<file path="src/rtl/lrd_pkg.sv">
package lrd_pkg;
    localparam int ADDR_W = 32;
    localparam int LB_W   = 16;
    localparam int LN_W   = 12;

    typedef enum logic [1:0] {
        ST_OFF = 2'd0,
        ST_ARM = 2'd1,
        ST_RUN = 2'd2
    } walk_state_e;

    typedef struct packed {
        logic [ADDR_W-1:0] base;
        logic [ADDR_W-1:0] pitch;
        logic [LB_W-1:0]   line_bytes;
        logic [LN_W-1:0]   lines;
        logic [1:0]        rep;
    } frame_cfg_t;

    typedef struct packed {
        logic [ADDR_W-1:0] addr;
        logic [LB_W-1:0]   len;
    } rd_req_t;

    function automatic logic [LB_W-1:0] chunk_len(input logic [LB_W-1:0] remaining,
                                                  input logic [LB_W-1:0] cap);
        return (remaining > cap) ? cap : remaining;
    endfunction
endpackage

</file>
<file path="src/rtl/lrd_fifo.sv">
module lrd_fifo #(
    parameter int DW    = 32,
    parameter int DEPTH = 16
) (
    input  logic                        clk,
    input  logic                        rst,
    input  logic                        clr,
    input  logic                        push,
    input  logic [DW-1:0]               din,
    input  logic                        pop,
    output logic [DW-1:0]               dout,
    output logic                        valid,
    output logic [$clog2(DEPTH+1)-1:0]  count
);
    localparam int PW = $clog2(DEPTH);
    localparam int CW = $clog2(DEPTH+1);

    logic [DW-1:0] mem [DEPTH];
    logic [PW-1:0] wr_ptr, rd_ptr;
    logic [CW-1:0] cnt;

    always_ff @(posedge clk) begin
        if (rst || clr) begin
            wr_ptr <= '0;
            rd_ptr <= '0;
            cnt    <= '0;
        end else begin
            if (push) wr_ptr <= wr_ptr + PW'(1);
            if (pop)  rd_ptr <= rd_ptr + PW'(1);
            cnt <= cnt + CW'(push) - CW'(pop);
        end
    end

    always_ff @(posedge clk) begin
        if (push && !clr) mem[wr_ptr] <= din;
    end

    assign dout  = mem[rd_ptr];
    assign valid = (cnt != '0);
    assign count = cnt;

    // a returned word is never written into a full FIFO
    p_push_has_room_r7: assert property (@(posedge clk) disable iff (rst)
        (push && !clr) |-> (cnt < CW'(DEPTH)));
    // reading only happens when a word is held
    p_pop_nonempty_r7: assert property (@(posedge clk) disable iff (rst)
        pop |-> valid);
endmodule

</file>
<file path="src/rtl/lrd_credit.sv">
module lrd_credit #(
    parameter int DEPTH       = 16,
    parameter int BURST_WORDS = 4
) (
    input  logic                        clk,
    input  logic                        rst,
    input  logic                        clr,
    input  logic                        issue,
    input  logic [$clog2(DEPTH+1)-1:0]  issue_words,
    input  logic                        ret,
    input  logic [$clog2(DEPTH+1)-1:0]  fifo_count,
    output logic                        room
);
    localparam int CW = $clog2(DEPTH+1);
    localparam int UW = CW + 2;

    logic [CW-1:0] inflight;
    logic [UW-1:0] used;

    assign used = UW'(fifo_count) + UW'(inflight);
    assign room = (used + UW'(BURST_WORDS)) <= UW'(DEPTH);

    always_ff @(posedge clk) begin
        if (rst || clr) begin
            inflight <= '0;
        end else begin
            inflight <= inflight + (issue ? issue_words : '0) - CW'(ret);
        end
    end

    // stored plus outstanding words never exceed the FIFO
    p_no_overflow_r8: assert property (@(posedge clk) disable iff (rst)
        used <= UW'(DEPTH));
    // a request is only granted while a whole burst still fits
    p_issue_with_room_r8: assert property (@(posedge clk) disable iff (rst)
        issue |-> room);
endmodule

</file>
<file path="src/rtl/lrd_walker.sv">
module lrd_walker
    import lrd_pkg::*;
#(
    parameter int BURST_BYTES = 16
) (
    input  logic       clk,
    input  logic       rst,
    input  logic       chan_en,
    input  logic       bof,
    input  frame_cfg_t cfg_in,
    input  logic       room,
    input  logic       req_ready,
    output logic       req_valid,
    output rd_req_t    req,
    output logic       field_done
);
    localparam logic [LB_W-1:0] CAP = LB_W'(BURST_BYTES);

    walk_state_e       state;
    logic [ADDR_W-1:0] pitch_q;
    logic [LB_W-1:0]   lb_q;
    logic [LN_W-1:0]   lines_q;
    logic [1:0]        rep_q;
    logic [ADDR_W-1:0] line_start;
    logic [LB_W-1:0]   offset;
    logic [LN_W-1:0]   line_idx;
    logic [1:0]        rep_idx;

    logic [LB_W-1:0] cur_len;
    logic            last_chunk, last_rep, last_line, fire, cfg_empty;

    assign cur_len    = chunk_len(lb_q - offset, CAP);
    assign last_chunk = (offset + cur_len) == lb_q;
    assign last_rep   = (rep_idx == rep_q);
    assign last_line  = (line_idx == lines_q - LN_W'(1));
    assign cfg_empty  = (cfg_in.line_bytes == '0) || (cfg_in.lines == '0);

    assign req_valid  = (state == ST_RUN) && room;
    assign req.addr   = line_start + ADDR_W'(offset);
    assign req.len    = cur_len;
    assign fire       = req_valid && req_ready;

    always_ff @(posedge clk) begin
        if (rst) begin
            state      <= ST_OFF;
            pitch_q    <= '0;
            lb_q       <= '0;
            lines_q    <= '0;
            rep_q      <= '0;
            line_start <= '0;
            offset     <= '0;
            line_idx   <= '0;
            rep_idx    <= '0;
            field_done <= 1'b0;
        end else begin
            field_done <= 1'b0;
            if (!chan_en) begin
                state <= ST_OFF;
            end else begin
                unique case (state)
                    ST_OFF: state <= ST_ARM;
                    ST_ARM: begin
                        if (bof) begin
                            if (cfg_empty) begin
                                field_done <= 1'b1;
                            end else begin
                                pitch_q    <= cfg_in.pitch;
                                lb_q       <= cfg_in.line_bytes;
                                lines_q    <= cfg_in.lines;
                                rep_q      <= cfg_in.rep;
                                line_start <= cfg_in.base;
                                offset     <= '0;
                                line_idx   <= '0;
                                rep_idx    <= '0;
                                state      <= ST_RUN;
                            end
                        end
                    end
                    ST_RUN: begin
                        if (fire) begin
                            if (!last_chunk) begin
                                offset <= offset + cur_len;
                            end else begin
                                offset <= '0;
                                if (!last_rep) begin
                                    rep_idx <= rep_idx + 2'd1;
                                end else begin
                                    rep_idx    <= '0;
                                    line_start <= line_start + pitch_q;
                                    line_idx   <= line_idx + LN_W'(1);
                                    if (last_line) begin
                                        state      <= ST_ARM;
                                        field_done <= 1'b1;
                                    end
                                end
                            end
                        end
                    end
                    default: state <= ST_OFF;
                endcase
            end
        end
    end

    // a disabled channel raises no request in the following cycle
    p_off_silent_r1: assert property (@(posedge clk) disable iff (rst)
        !chan_en |=> !req_valid);
    // an armed channel only starts on a begin-of-field pulse
    p_wait_bof_r2: assert property (@(posedge clk) disable iff (rst)
        (state == ST_ARM && !bof) |=> (state != ST_RUN));
    // every burst carries between one byte and the burst cap
    p_len_bound_r3: assert property (@(posedge clk) disable iff (rst)
        req_valid |-> (req.len != '0 && req.len <= CAP));
    // the done pulse is one cycle long and the request line is quiet with it
    p_done_quiet_r6: assert property (@(posedge clk) disable iff (rst)
        field_done |-> !req_valid);
    p_done_single_r6: assert property (@(posedge clk) disable iff (rst)
        field_done |=> !field_done);
    // a stalled request holds its address and length
    p_hold_req_r9: assert property (@(posedge clk) disable iff (rst)
        (req_valid && !req_ready && chan_en) |=> (req_valid && $stable(req.addr) && $stable(req.len)));
endmodule

</file>
<file path="src/rtl/linerep_rd_dma.sv">
module linerep_rd_dma
    import lrd_pkg::*;
#(
    parameter int DATA_W      = 32,
    parameter int BURST_BYTES = 16,
    parameter int FIFO_DEPTH  = 16
) (
    input  logic              clk,
    input  logic              rst,
    input  logic              chan_en,
    input  logic              bof,
    input  logic              field_sel,
    input  logic [ADDR_W-1:0] base_a,
    input  logic [ADDR_W-1:0] base_b,
    input  logic [ADDR_W-1:0] pitch,
    input  logic [LB_W-1:0]   line_bytes,
    input  logic [LN_W-1:0]   line_count,
    input  logic [1:0]        rep_code,
    output logic              req_valid,
    input  logic              req_ready,
    output logic [ADDR_W-1:0] req_addr,
    output logic [LB_W-1:0]   req_len,
    input  logic              rd_valid,
    input  logic [DATA_W-1:0] rd_data,
    output logic              out_valid,
    input  logic              out_ready,
    output logic [DATA_W-1:0] out_data,
    output logic              field_done
);
    localparam int WORD_BYTES  = DATA_W / 8;
    localparam int BURST_WORDS = BURST_BYTES / WORD_BYTES;
    localparam int CW          = $clog2(FIFO_DEPTH + 1);

    frame_cfg_t    cfg;
    rd_req_t       req;
    logic          room, fire, push, pop;
    logic [CW-1:0] fifo_count, issue_words;

    always_comb begin
        cfg.base       = field_sel ? base_b : base_a;
        cfg.pitch      = pitch;
        cfg.line_bytes = line_bytes;
        cfg.lines      = line_count;
        cfg.rep        = rep_code;
    end

    lrd_walker #(.BURST_BYTES(BURST_BYTES)) u_walker (
        .clk        (clk),
        .rst        (rst),
        .chan_en    (chan_en),
        .bof        (bof),
        .cfg_in     (cfg),
        .room       (room),
        .req_ready  (req_ready),
        .req_valid  (req_valid),
        .req        (req),
        .field_done (field_done)
    );

    assign req_addr    = req.addr;
    assign req_len     = req.len;
    assign fire        = req_valid && req_ready;
    assign issue_words = CW'(req.len / LB_W'(WORD_BYTES));
    assign push        = rd_valid && chan_en;
    assign pop         = out_valid && out_ready;

    lrd_credit #(.DEPTH(FIFO_DEPTH), .BURST_WORDS(BURST_WORDS)) u_credit (
        .clk         (clk),
        .rst         (rst),
        .clr         (!chan_en),
        .issue       (fire),
        .issue_words (issue_words),
        .ret         (push),
        .fifo_count  (fifo_count),
        .room        (room)
    );

    lrd_fifo #(.DW(DATA_W), .DEPTH(FIFO_DEPTH)) u_fifo (
        .clk   (clk),
        .rst   (rst),
        .clr   (!chan_en),
        .push  (push),
        .din   (rd_data),
        .pop   (pop),
        .dout  (out_data),
        .valid (out_valid),
        .count (fifo_count)
    );

    // with the channel off the FIFO reads as empty one cycle later
    p_fifo_cleared_r1: assert property (@(posedge clk) disable iff (rst)
        !chan_en |=> !out_valid);
endmodule

</file>
<file path="config.mk">
export PLATFORM = sky130hd
export DESIGN_NAME = linerep_rd_dma
export DESIGN_NICKNAME = d
export VERILOG_FILES = /design/src/rtl/lrd_pkg.sv /design/src/rtl/lrd_fifo.sv /design/src/rtl/lrd_credit.sv /design/src/rtl/lrd_walker.sv /design/src/rtl/linerep_rd_dma.sv
export SDC_FILE = /design/constraint.sdc
export NUM_CORES = 1
export LEC_CHECK = 0
export BUFFER_PORTS_ARGS = -buffer_cell sky130_fd_sc_hd__buf_2
export CORE_ASPECT_RATIO = 0.7
export CORE_MARGIN = 2
export CORE_UTILIZATION = 51
export DETAILED_ROUTE_END_ITERATION = 8
export GPL_TIMING_DRIVEN = 0
export PLACE_DENSITY = 0.69
export SLEW_MARGIN = 10
export SYNTH_ARGS = -nofsm -noshare
export SYNTH_HDL_FRONTEND = slang
export SYNTH_SLANG_ARGS = --single-unit
</file>
<file path="constraint.sdc">
create_clock -name clk -period 16.5 [get_ports clk]
set_input_delay 3.3 -clock clk [delete_from_list [all_inputs] [get_ports clk]]
set_output_delay 3.3 -clock clk [all_outputs]
set_load 0.05 [all_outputs]
</file>
After elaboration in Yosys (flattened, before gate mapping)
Memory sizes are Yosys's and may differ from the RTL's. A register that Yosys moved wholly into a read port is not among the register bits.
Index checks and enable logic that the tools add are counted.
{"block": "classes", "addsub": 15, "order_cmp": 2, "eq_ne": 11, "muxes": 44, "bitwise": 2, "n_reduce_logical": 19}
{"operator": "32-bit 2-to-1 mux", "count": 6}
{"operator": "16-bit 2-to-1 mux", "count": 5}
{"operator": "32-bit one-hot mux with 2 select lines", "count": 1}
{"operator": "12-bit 2-to-1 mux", "count": 5}
{"operator": "32-bit by 16-bit adder with 32-bit output", "count": 1}
{"operator": "32-bit adder", "count": 1}
{"operator": "16-bit one-hot mux with 2 select lines", "count": 1}
{"operator": "12-bit one-hot mux with 2 select lines", "count": 1}
{"operator": "2-bit 2-to-1 mux", "count": 11}
{"operator": "16-bit adder", "count": 1}
{"operator": "16-bit == test", "count": 1}
{"operator": "16-bit by 5-bit greater-than comparator with 1-bit output, second input constant", "count": 1}
{"operator": "16-bit logical NOT", "count": 1}
{"operator": "16-bit subtractor", "count": 1}
{"operator": "12-bit by 1-bit adder with 12-bit output, second input constant", "count": 1}
{"operator": "12-bit == test", "count": 1}
{"operator": "12-bit logical NOT", "count": 1}
{"operator": "6-bit AND reduction", "count": 2}
{"operator": "12-bit by 1-bit subtractor with 12-bit output, second input constant", "count": 1}
{"operator": "5-bit by 1-bit subtractor with 5-bit output", "count": 2}
{"operator": "4-bit by 1-bit adder with 4-bit output, second input constant", "count": 2}
{"operator": "1-bit 2-to-1 mux", "count": 8}
{"operator": "4-bit 2-to-1 mux", "count": 2}
{"operator": "2-bit by 1-bit inequality test with 1-bit output, second input constant", "count": 4}
{"operator": "25 further kinds", "count": 32}
{"block": "totals", "register_bits": 145, "mem_bits_rw": 512, "inputBits": 166, "out_inout_bits": 83, "wordCells": 108, "mem_count": 1}
{"memory": "u_fifo.mem", "depth": 16, "word_bits": 32, "rd": 1, "rd_clocked_by_memory_dff": 1, "wr": 1, "line": "lrd_fifo.sv:18", "rtl": "logic [DW-1:0] mem [DEPTH];"}

Longest topological paths before layout
Gate-level depths: netlist of run 1.
{"block": "depth", "depth_word": 8, "depth_mapped": 30, "depth_no_buf": 27}

Modules after synthesis
From an unflattened synthesis of run 1, not the netlist that was laid out.
{"block": "hier_totals", "cells_unflattened": 2322, "hier_area_um2": 31240.0}
{"module": "lrd_fifo", "instances": 1, "cells_per_inst": 883, "area_per_inst_um2": 19986.7, "seq_area_each_um2": 15715.1}
{"module": "lrd_walker", "instances": 1, "cells_per_inst": 1330, "area_per_inst_um2": 10099.7, "seq_area_each_um2": 2542.4}
{"module": "lrd_credit", "instances": 1, "cells_per_inst": 69, "area_per_inst_um2": 586.8, "seq_area_each_um2": 100.1}
{"module": "linerep_rd_dma", "instances": 1, "cells_per_inst": 40, "area_per_inst_um2": 566.8, "seq_area_each_um2": 0.0}

Least setup slack after synthesis of run 1
No wires, ideal clock.
{"block": "synth_path", "kind": "reg-to-output", "start": "register u_fifo.cnt[1], in the netlist u_fifo.count[1]", "end": "output req_valid", "arrival_time_ns": 4.382, "t_required_ns": 13.200, "setup_slack_ns": 8.818, "stages_incl_launch_ff": 10, "path_buffers": 0, "path_cell_list": "dfxtp_1 inv_1 fa_1 inv_1 o22ai_1 nor2b_1 nor2_1 o21ai_0 nand2b_1 a2111oi_0"}
{"block": "synth_between", "elab_chain_cells": 4}
{"element": "start, declared", "line": "lrd_fifo.sv:20", "rtl": "logic [CW-1:0] cnt;"}
{"element": "start signal, assigned", "line": "lrd_fifo.sv:30", "rtl": "cnt <= cnt + CW'(push) - CW'(pop);"}
{"element": "5-bit by 5-bit adder with 6-bit output", "line": "lrd_credit.sv:20", "rtl": "assign used = UW'(fifo_count) + UW'(inflight);"}
{"element": "7-bit by 3-bit adder with 7-bit output", "line": "lrd_credit.sv:21", "rtl": "assign room = (used + UW'(BURST_WORDS)) <= UW'(DEPTH);"}
{"element": "7-bit by 5-bit <= comparator with 1-bit output", "line": "lrd_credit.sv:21"}
{"element": "1-bit logical AND", "line": "lrd_walker.sv:38", "rtl": "assign req_valid = (state == ST_RUN) && room;"}
{"element": "end, declared", "line": "linerep_rd_dma.sv:19", "rtl": "output logic req_valid,"}
No other way between the ends.

Final worst setup path of run 1
{"block": "layout_path", "start": "register u_walker.offset[1]", "end": "output req_addr[20]"}
{"block": "layout_between", "elab_chain_cells": 1}
{"element": "start, declared", "line": "lrd_walker.sv:25", "rtl": "logic [LB_W-1:0] offset;"}
{"element": "start signal, assigned", "line": "lrd_walker.sv:82", "rtl": "offset <= offset + cur_len;"}
{"element": "32-bit by 16-bit adder with 32-bit output", "line": "lrd_walker.sv:39", "rtl": "assign req.addr = line_start + ADDR_W'(offset);"}
{"element": "end, declared", "line": "linerep_rd_dma.sv:21", "rtl": "output logic [ADDR_W-1:0] req_addr,"}
No other way between the ends.

==> flow_metrics.tcl, run 1 <==
set metrics [dict create \
    powerDensity_nw_per_um2 106 \
    ys_ff_latch 661 \
    synth-async-reset-ratio_pct 0 \
    antennaDiodeCount 0 \
    vias 22400 \
    clk_latency_ns 0.65 \
    fin_tns_setup_ns 0 \
    drtIter0Drc 2298 \
    die_area_um2 64500 \
    rsz0062_at_grt "false" \
    io_buffers 235 \
    ys.flop_type "edfxtp_1" \
    netlist_instances 2421 \
    start_util_pct 51.7 \
    finalHoldViolations 0 \
    end_kind "output port" \
    seqPwrFrac_pct 46.7 \
    wirelength_um 91300 \
    drc 0 \
    fin_crit_sh_pct 55.2 \
    outcome "finished clean" \
    path_clk_slew_ns 0.06 \
    cp.required_ns 13.20 \
    num_io_pins 249 \
    grt_start_max_net_pins 22 \
    power_frac_comb_pct 13.5 \
    setup_viol 0 \
    antenna_found_initial 2 \
    yosysUniqueCellTypes 92 \
    path_max_fanout 8 \
    synth_area_per_cell_um2 13.2 \
    p_total_mw 3.92 \
    wl_per_cell_um 25.1 \
    grt_pass1_wl_um 135000 \
    syn_area_um2 31900 \
    globalplace.congestion 0.976 \
    cts_buffer_depth 3 \
    cp.arrival_ns 5.80 \
    coreArea_um2 61600 \
    rows 76 \
    grt_pass1_vias 21700 \
    fmax_mhz 110 \
    crit_start "u_walker.offset[1]" \
    drt.antenna.violating_nets 0 \
    final_nets 3049 \
    cts.htree.levels 2 \
    cts_root_buffer "clkbuf_16" \
    reg2reg_depth 29 \
    cts_num_sinks 661 \
    fin_util_pct 59.9 \
    cts_made_buffers 61 \
    ys_seq_area_share_pct 57.6 \
    timing.rr.end "u_walker.line_start[31]" \
    r2r_start "u_walker.offset[3]" \
    hpwl_um 64900 \
    slew_viol_final 0 \
    endpoint "req_addr[20]" \
    cap_viol_max_count 0 \
    whs_ns 0.462 \
    first_pass_iters 6 \
    pwr-share-clk_pct 39.9 \
    die_h_um 213 \
    area_delta_synth_final_pct 15.9 \
    ys_warn_count 0 \
    synth_edf_count 512 \
    hold_path_class "flop to flop" \
    period_needed_ns 9.10 \
    p_sw_share_pct 25.4 \
    hold_buffers 0 \
    final.setup_skew_ns 0.0413 \
    cts-resized-gates 0 \
    leakage_nw 13.0 \
    postCtsSetupRepairBufs 0 \
    grt_usage_pct 28.2 \
    p_int_mw 2.92 \
    dieWidth_um 303 \
    slew_headroom_pct 26.7 \
    via_per_inst 6.14 \
    critical_path.startpoint_type "flop" \
    path_class "flop to output port" \
    worstMarginPinSlew_ns 1.10 \
    p_switching_mw 0.994 \
    vdd_ir_drop_max_v 0.0000892 \
    grt-ovfl-total 0 \
    r2r_slack_ns 7.68 \
    cts_tree "yes" \
    drive_gt1_share_pct 21.7 \
]
-- synth_stat cells (all sizes together), types with 9 or more instances --
cell / number / share of area, %
nand2b: 21 / 0.41
or3: 18 / 0.35
o21ai: 85 / 1.3
nand3: 54 / 0.85
nand4: 22 / 0.43
o21a: 10 / 0.24
a21oi: 193 / 3.1
a211oi: 16 / 0.38
and3: 19 / 0.37
a21o: 33 / 0.78
nor3: 37 / 0.58
a2111oi: 14 / 0.40
inv: 88 / 1.0
clkbuf: 101 / 1.2
nor2b: 22 / 0.43
xor2: 22 / 0.63
nor4: 21 / 0.50
and2: 14 / 0.27
nand2: 233 / 2.7
buf: 38 / 0.69
ha: 105 / 4.1
mux2i: 36 / 1.1
dfxtp: 149 / 9.4
mux2: 9 / 0.32
nor2: 123 / 1.5
edfxtp: 512 / 48
mux4: 160 / 11
xnor2: 77 / 2.1
o2111ai: 28 / 0.77
or2: 13 / 0.26
a31oi: 14 / 0.27
-- final cells by class --
| class | instances | area, um^2 |
|---|---|---|
| Inverter | 89 | 334 |
| Buffer | 139 | 599 |
| Tap cell | 819 | 1020 |
| Fill cell | 4719 | 24700 |
| Clock inverter | 47 | 682 |
| Multi-Input combinational cell | 1552 | 12800 |
| Timing Repair Buffer | 267 | 1600 |
| Clock buffer | 68 | 1560 |
| Sequential cell | 661 | 18400 |
-- power by group through the flow --
stage	clock, mW	combinational [mW]	sequential (mW)
6_report	1.56	0.527	1.83
2_1_floorplan	0	0.367	1.86
3_5_place_dp	0	0.522	1.86
4_1_cts	1.58	0.526	1.83
5_1_grt	1.64	0.568	1.83
3_3_place_gp	0	0.506	1.86
-- worst max-delay path: stages (launching register included) --
cell and delay [ns]:
dfxtp_1 0.54, inv_1 0.22, fa_1 0.49, nor2b_1 0.11, o21ai_0 0.13, a21boi_0 0.30
o21ai_0 0.17, a21boi_0 0.29, o21ai_0 0.16, a21boi_0 0.27, o21ai_0 0.16, a21boi_0 0.26
o21ai_0 0.16, a21boi_0 0.37, o31ai_1 0.14, a21boi_1 0.59, o21ai_0 0.21, xnor2_1 0.29
buf_2 0.33
-- worst min path at each step --
stage                                    start                    to  slack (ns)  cells after the start
after global placement    u_walker.pitch_q[18]  u_walker.pitch_q[18]        0.46                      2
final                     u_walker.pitch_q[18]  u_walker.pitch_q[18]        0.46                      2
after CTS                 u_walker.pitch_q[18]  u_walker.pitch_q[18]        0.47                      2
after global routing      u_walker.pitch_q[24]  u_walker.pitch_q[24]        0.49                      2
after detailed placement  u_walker.pitch_q[18]  u_walker.pitch_q[18]        0.46                      2
after floorplan            u_walker.pitch_q[0]   u_walker.pitch_q[0]        0.44                      2
-- metal layers --
metal | GRT usage, % | up-vias | share of wire, %
li1 | - | 9983 | -
met1 | 42.2 | 11200 | 44
met2 | 41.8 | 1014 | 44
met3 | 6.21 | 143 | 8.8
met4 | 7.58 | 4 | 2.6
met5 | 0 | - | 0.031
-- logic make-up after synthesis --
kind of cell             synth area share [%]
other                                  0.0236
multiplexers                             12.8
buffers and inverters                    2.93
AND/OR/NAND/NOR                          9.68
flip-flops                               57.6
AO/OA/AOI/OAI                            9.48
XOR/XNOR                                 2.89
adder cells (fa/ha/maj)                  4.63
-- registers in the layout, summed over array words and instances, names as in the netlist, named ones only --
signal               count
u_walker.lb_q           16
u_walker.line_start     32
u_walker.pitch_q        32
u_fifo.rd_ptr            4
u_walker.offset         16
u_walker.state           2
u_walker.lines_q        12
u_walker.rep_q           2
u_walker.line_idx       12
u_walker.rep_idx         2
u_credit.inflight        5
u_fifo.wr_ptr            4
u_walker.field_done      1
u_fifo.mem             512
u_fifo.count             5
-- stage by stage --
| step | instance area, um^2 | setup WS [ns] | cells |
|---|---|---|---|
| floorplan | 31900 | 8.82 | 2441 |
| global placement | 34100 | 6.77 | 3495 |
| detailed placement | 34700 | 7.93 | 3526 |
| CTS | 36900 | 7.59 | 3641 |
| global route | 36900 | 7.03 | 3642 |
| finish | 36900 | 7.40 | 3642 |
-- placed cells by master, fill, tap and decap left out, drive strengths merged, types with 21 or more instances in the layout --
| cell type | count |
|---|---|
| edfxtp | 512 |
| buf | 303 |
| nand2 | 233 |
| a21oi | 193 |
| clkbuf | 171 |
| mux4 | 160 |
| dfxtp | 149 |
| nor2 | 123 |
| ha | 105 |
| inv | 91 |
| o21ai | 85 |
| xnor2 | 77 |
| nand3 | 54 |
| nor3 | 37 |
| mux2i | 36 |
| a21o | 33 |
| o2111ai | 28 |
| clkinv | 24 |
| nor2b | 22 |
| nand4 | 22 |
| conb | 22 |
| xor2 | 22 |
| nand2b | 21 |
| nor4 | 21 |
No activity file was read; power rests on OpenSTA's default activity.
==> run 2, diff against run 1 <==
--- a/config.mk
+++ b/config.mk
@@ -5,6 +5,7 @@
 export SDC_FILE = /design/constraint.sdc
 export NUM_CORES = 1
 export LEC_CHECK = 0
+export ABC_AREA = 1
 export BUFFER_PORTS_ARGS = -buffer_cell sky130_fd_sc_hd__buf_2
 export CORE_ASPECT_RATIO = 0.7
 export CORE_MARGIN = 2
==> constraint.sdc (replaced) <==
create_clock -name clk -period 9.25 [get_ports clk]
set_input_delay 1.85 -clock clk [delete_from_list [all_inputs] [get_ports clk]]
set_output_delay 1.85 -clock clk [all_outputs]
set_load 0.05 [all_outputs]
==> run 2 against run 1 <==
Net effect: worst hold slack got worse by 0.0098 ns; global-route usage increased by 1.9 points; clock power increased by 77%; critical path type unchanged; largest power group unchanged; highest routed layer unchanged.
==> flow_metrics.tcl, run 2 <==
set metrics [dict create \
    cts.htree.levels 3 \
    cp.arrival_ns 5.38 \
    vias 26100 \
    hold_path_class "flop to flop" \
    fin_util_pct 59.5 \
    synth_edf_count 512 \
    hold_buffers 0 \
    wirelength_um 100000 \
    yosys.area.top_type_share_pct 47.5 \
    drive_gt1_share_pct 11.6 \
    drtIter0Drc 3115 \
    layout_common_cells "512 x edfxtp_1, 448 x nand2_1, 398 x inv_1" \
    regMostFlops "u_fifo.mem" \
    path_max_fanout 6 \
    die_area_um2 65600 \
    path_class "flop to output port" \
    placed_cells 4372 \
    setup_ws_ns 2.02 \
    num_io_pins 249 \
    yosysMostFrequentCell "edfxtp_1" \
    finalHoldViolations 0 \
    cap_viol_max_count 0 \
    via_per_inst 5.79 \
    setup_viol 0 \
    largest_reg_flops 512 \
    p_total_mw 8.24 \
    rsz0062_at_grt "false" \
    ys_seq_area_share_pct 56.7 \
    critical_path.startpoint_type "flop" \
    cts_made_buffers 69 \
    ys_ff_latch 661 \
    drc 0 \
    ys_warn_count 0 \
    fin_tns_setup_ns 0 \
    finalInstanceArea_um2 37500 \
    grt_pass1_wl_um 148000 \
    yosysTopAreaCell "edfxtp_1" \
    postCtsSetupRepairBufs 0 \
    whs_ns 0.453 \
    cts_num_sinks 661 \
    netlist_instances 3266 \
    drt.antenna.violating_nets 0 \
    wl_per_cell_um 22.2 \
    synthTopCellsByArea "edfxtp_1 47%, dfxtp_1 9.2%, nand2_1 5.2%" \
    antenna_found_initial 5 \
    final_nets 3892 \
    ys.flop_type "edfxtp_1" \
    cts_buffer_depth 3 \
    fmax_mhz 138 \
    grt_pass1_vias 24300 \
    vdd_ir_drop_max_v 0.000145 \
    start_util_pct 51.4 \
    mostFrequentLayoutCell "edfxtp_1" \
    placed_cell_area_um2 35300 \
    cts_root_buffer "clkbuf_16" \
    leakage_nw 14.5 \
    dp_slack_ns 2.83 \
    path_clk_slew_ns 0.06 \
    area_delta_synth_final_pct 15.8 \
    stdcell_count 4497 \
    io_buffers 237 \
    powerDensity_nw_per_um2 220 \
    synth_area_per_cell_um2 9.92 \
    first_pass_iters 6 \
    grt_usage_pct 30.1 \
    end_kind "output port" \
    hpwl_um 71100 \
    slew_headroom_pct 14.1 \
    period_needed_ns 7.23 \
    globalplace.congestion 0.961 \
    die_h_um 215 \
    top_regs "u_fifo.mem: 512 flops, u_walker.line_start: 32 flops, u_walker.pitch_q: 32 flops" \
    coreArea_um2 63000 \
    syn_area_um2 32400 \
    final.setup_skew_ns 0.0276 \
    yosysUniqueCellTypes 48 \
    clk_latency_ns 0.63 \
    synth-async-reset-ratio_pct 0 \
    rows 77 \
    grt-ovfl-total 0 \
    cp.required_ns 7.40 \
    synth_common_cells "512 x edfxtp_1, 448 x nand2_1, 398 x inv_1" \
    dieWidth_um 305 \
    worstMarginPinSlew_ns 1.29 \
    slew_viol_final 0 \
    fin_crit_sh_pct 78.1 \
    cts-resized-gates 0 \
    grt_start_max_net_pins 23 \
    outcome "finished clean" \
    cts_tree "yes" \
]
==> run 2: cell count changes after synthesis, moves of 29 or more <==
cell / before / now
inv_1: 88 / 398
o21ai_0: 83 / 315
nand2_1: 233 / 448
mux4_2: 160 / 0
a21oi_1: 191 / 322
o211ai_1: 7 / 131
mux2i_1: 36 / 128
nand3_1: 54 / 141
nor2_1: 122 / 205
xnor2_1: 77 / 21
xor2_1: 21 / 64
a21o_1: 33 / 4
==> run 2: power breakdown <==
group          internal (mW)  switching (mW)  total [mW]
Sequential              3.27          0.0861        3.36
Clock                   1.55            1.20        2.76
Combinational          0.610            1.51        2.12
==> run 2: worst paths after layout <==
kind	from	endpoint	slack, ns	depth (start not counted)
worst min-delay path	u_walker.pitch_q[16]	u_walker.pitch_q[16]	0.45	2
worst max register to register	u_walker.offset[0]	u_walker.line_start[23]	3.82	34
worst max-delay path	u_walker.offset[1]	req_addr[30]	2.02	17
worst min register to register	u_walker.pitch_q[16]	u_walker.pitch_q[16]	0.45	2
==> run 2: logic make-up after synthesis <==
family                     after synthesis  share of synthesized area, %
AOI/OAI and AO/OA                      809                          13.8
xor gates and xnor gates                85                          2.30
adders and majority gates              112                          4.49
buffers and inverters                  565                          6.85
DFF                                    661                          56.7
muxes                                  128                          3.96
other                                    2                        0.0232
and+or+nand+nor                        904                          11.9
==> run 2: per-layer routing <==
layer | global-route usage, % | vias up | wire length, um
li1 | - | 12100 | -
met1 | 44.9 | 12400 | 43700
met2 | 43.1 | 1439 | 41300
met3 | 8.01 | 194 | 12300
met4 | 8.54 | 8 | 2680
met5 | 0 | - | 48
==> run 2: area by class of cell <==
| class | instances | area [um^2] |
|---|---|---|
| timing repair buffer | 257 | 1670 |
| multi-input combinational | 2060 | 12000 |
| sequential | 661 | 18400 |
| inverter | 407 | 1530 |
| buffer | 158 | 692 |
| fill | 5345 | 25500 |
| tap | 829 | 1040 |
| clock buffer | 86 | 1820 |
| clock inverter | 38 | 377 |
| antenna | 1 | 2.50 |
==> run 2: worst max-delay path: stages (launching register included) <==
cell and delay (ns):
dfxtp_1 0.54, inv_1 0.23, fa_1 0.49, nor2_1 0.12, a211oi_1 0.07, o21ai_0 0.28
a31oi_1 0.18, inv_1 0.09, a21oi_1 0.06, o21ai_0 0.43, a21oi_1 0.23, o21ai_0 0.80
nand2_1 0.10, nor2_1 0.22, nand4_1 0.21, nor3_1 0.22, xor2_1 0.18, buf_2 0.29
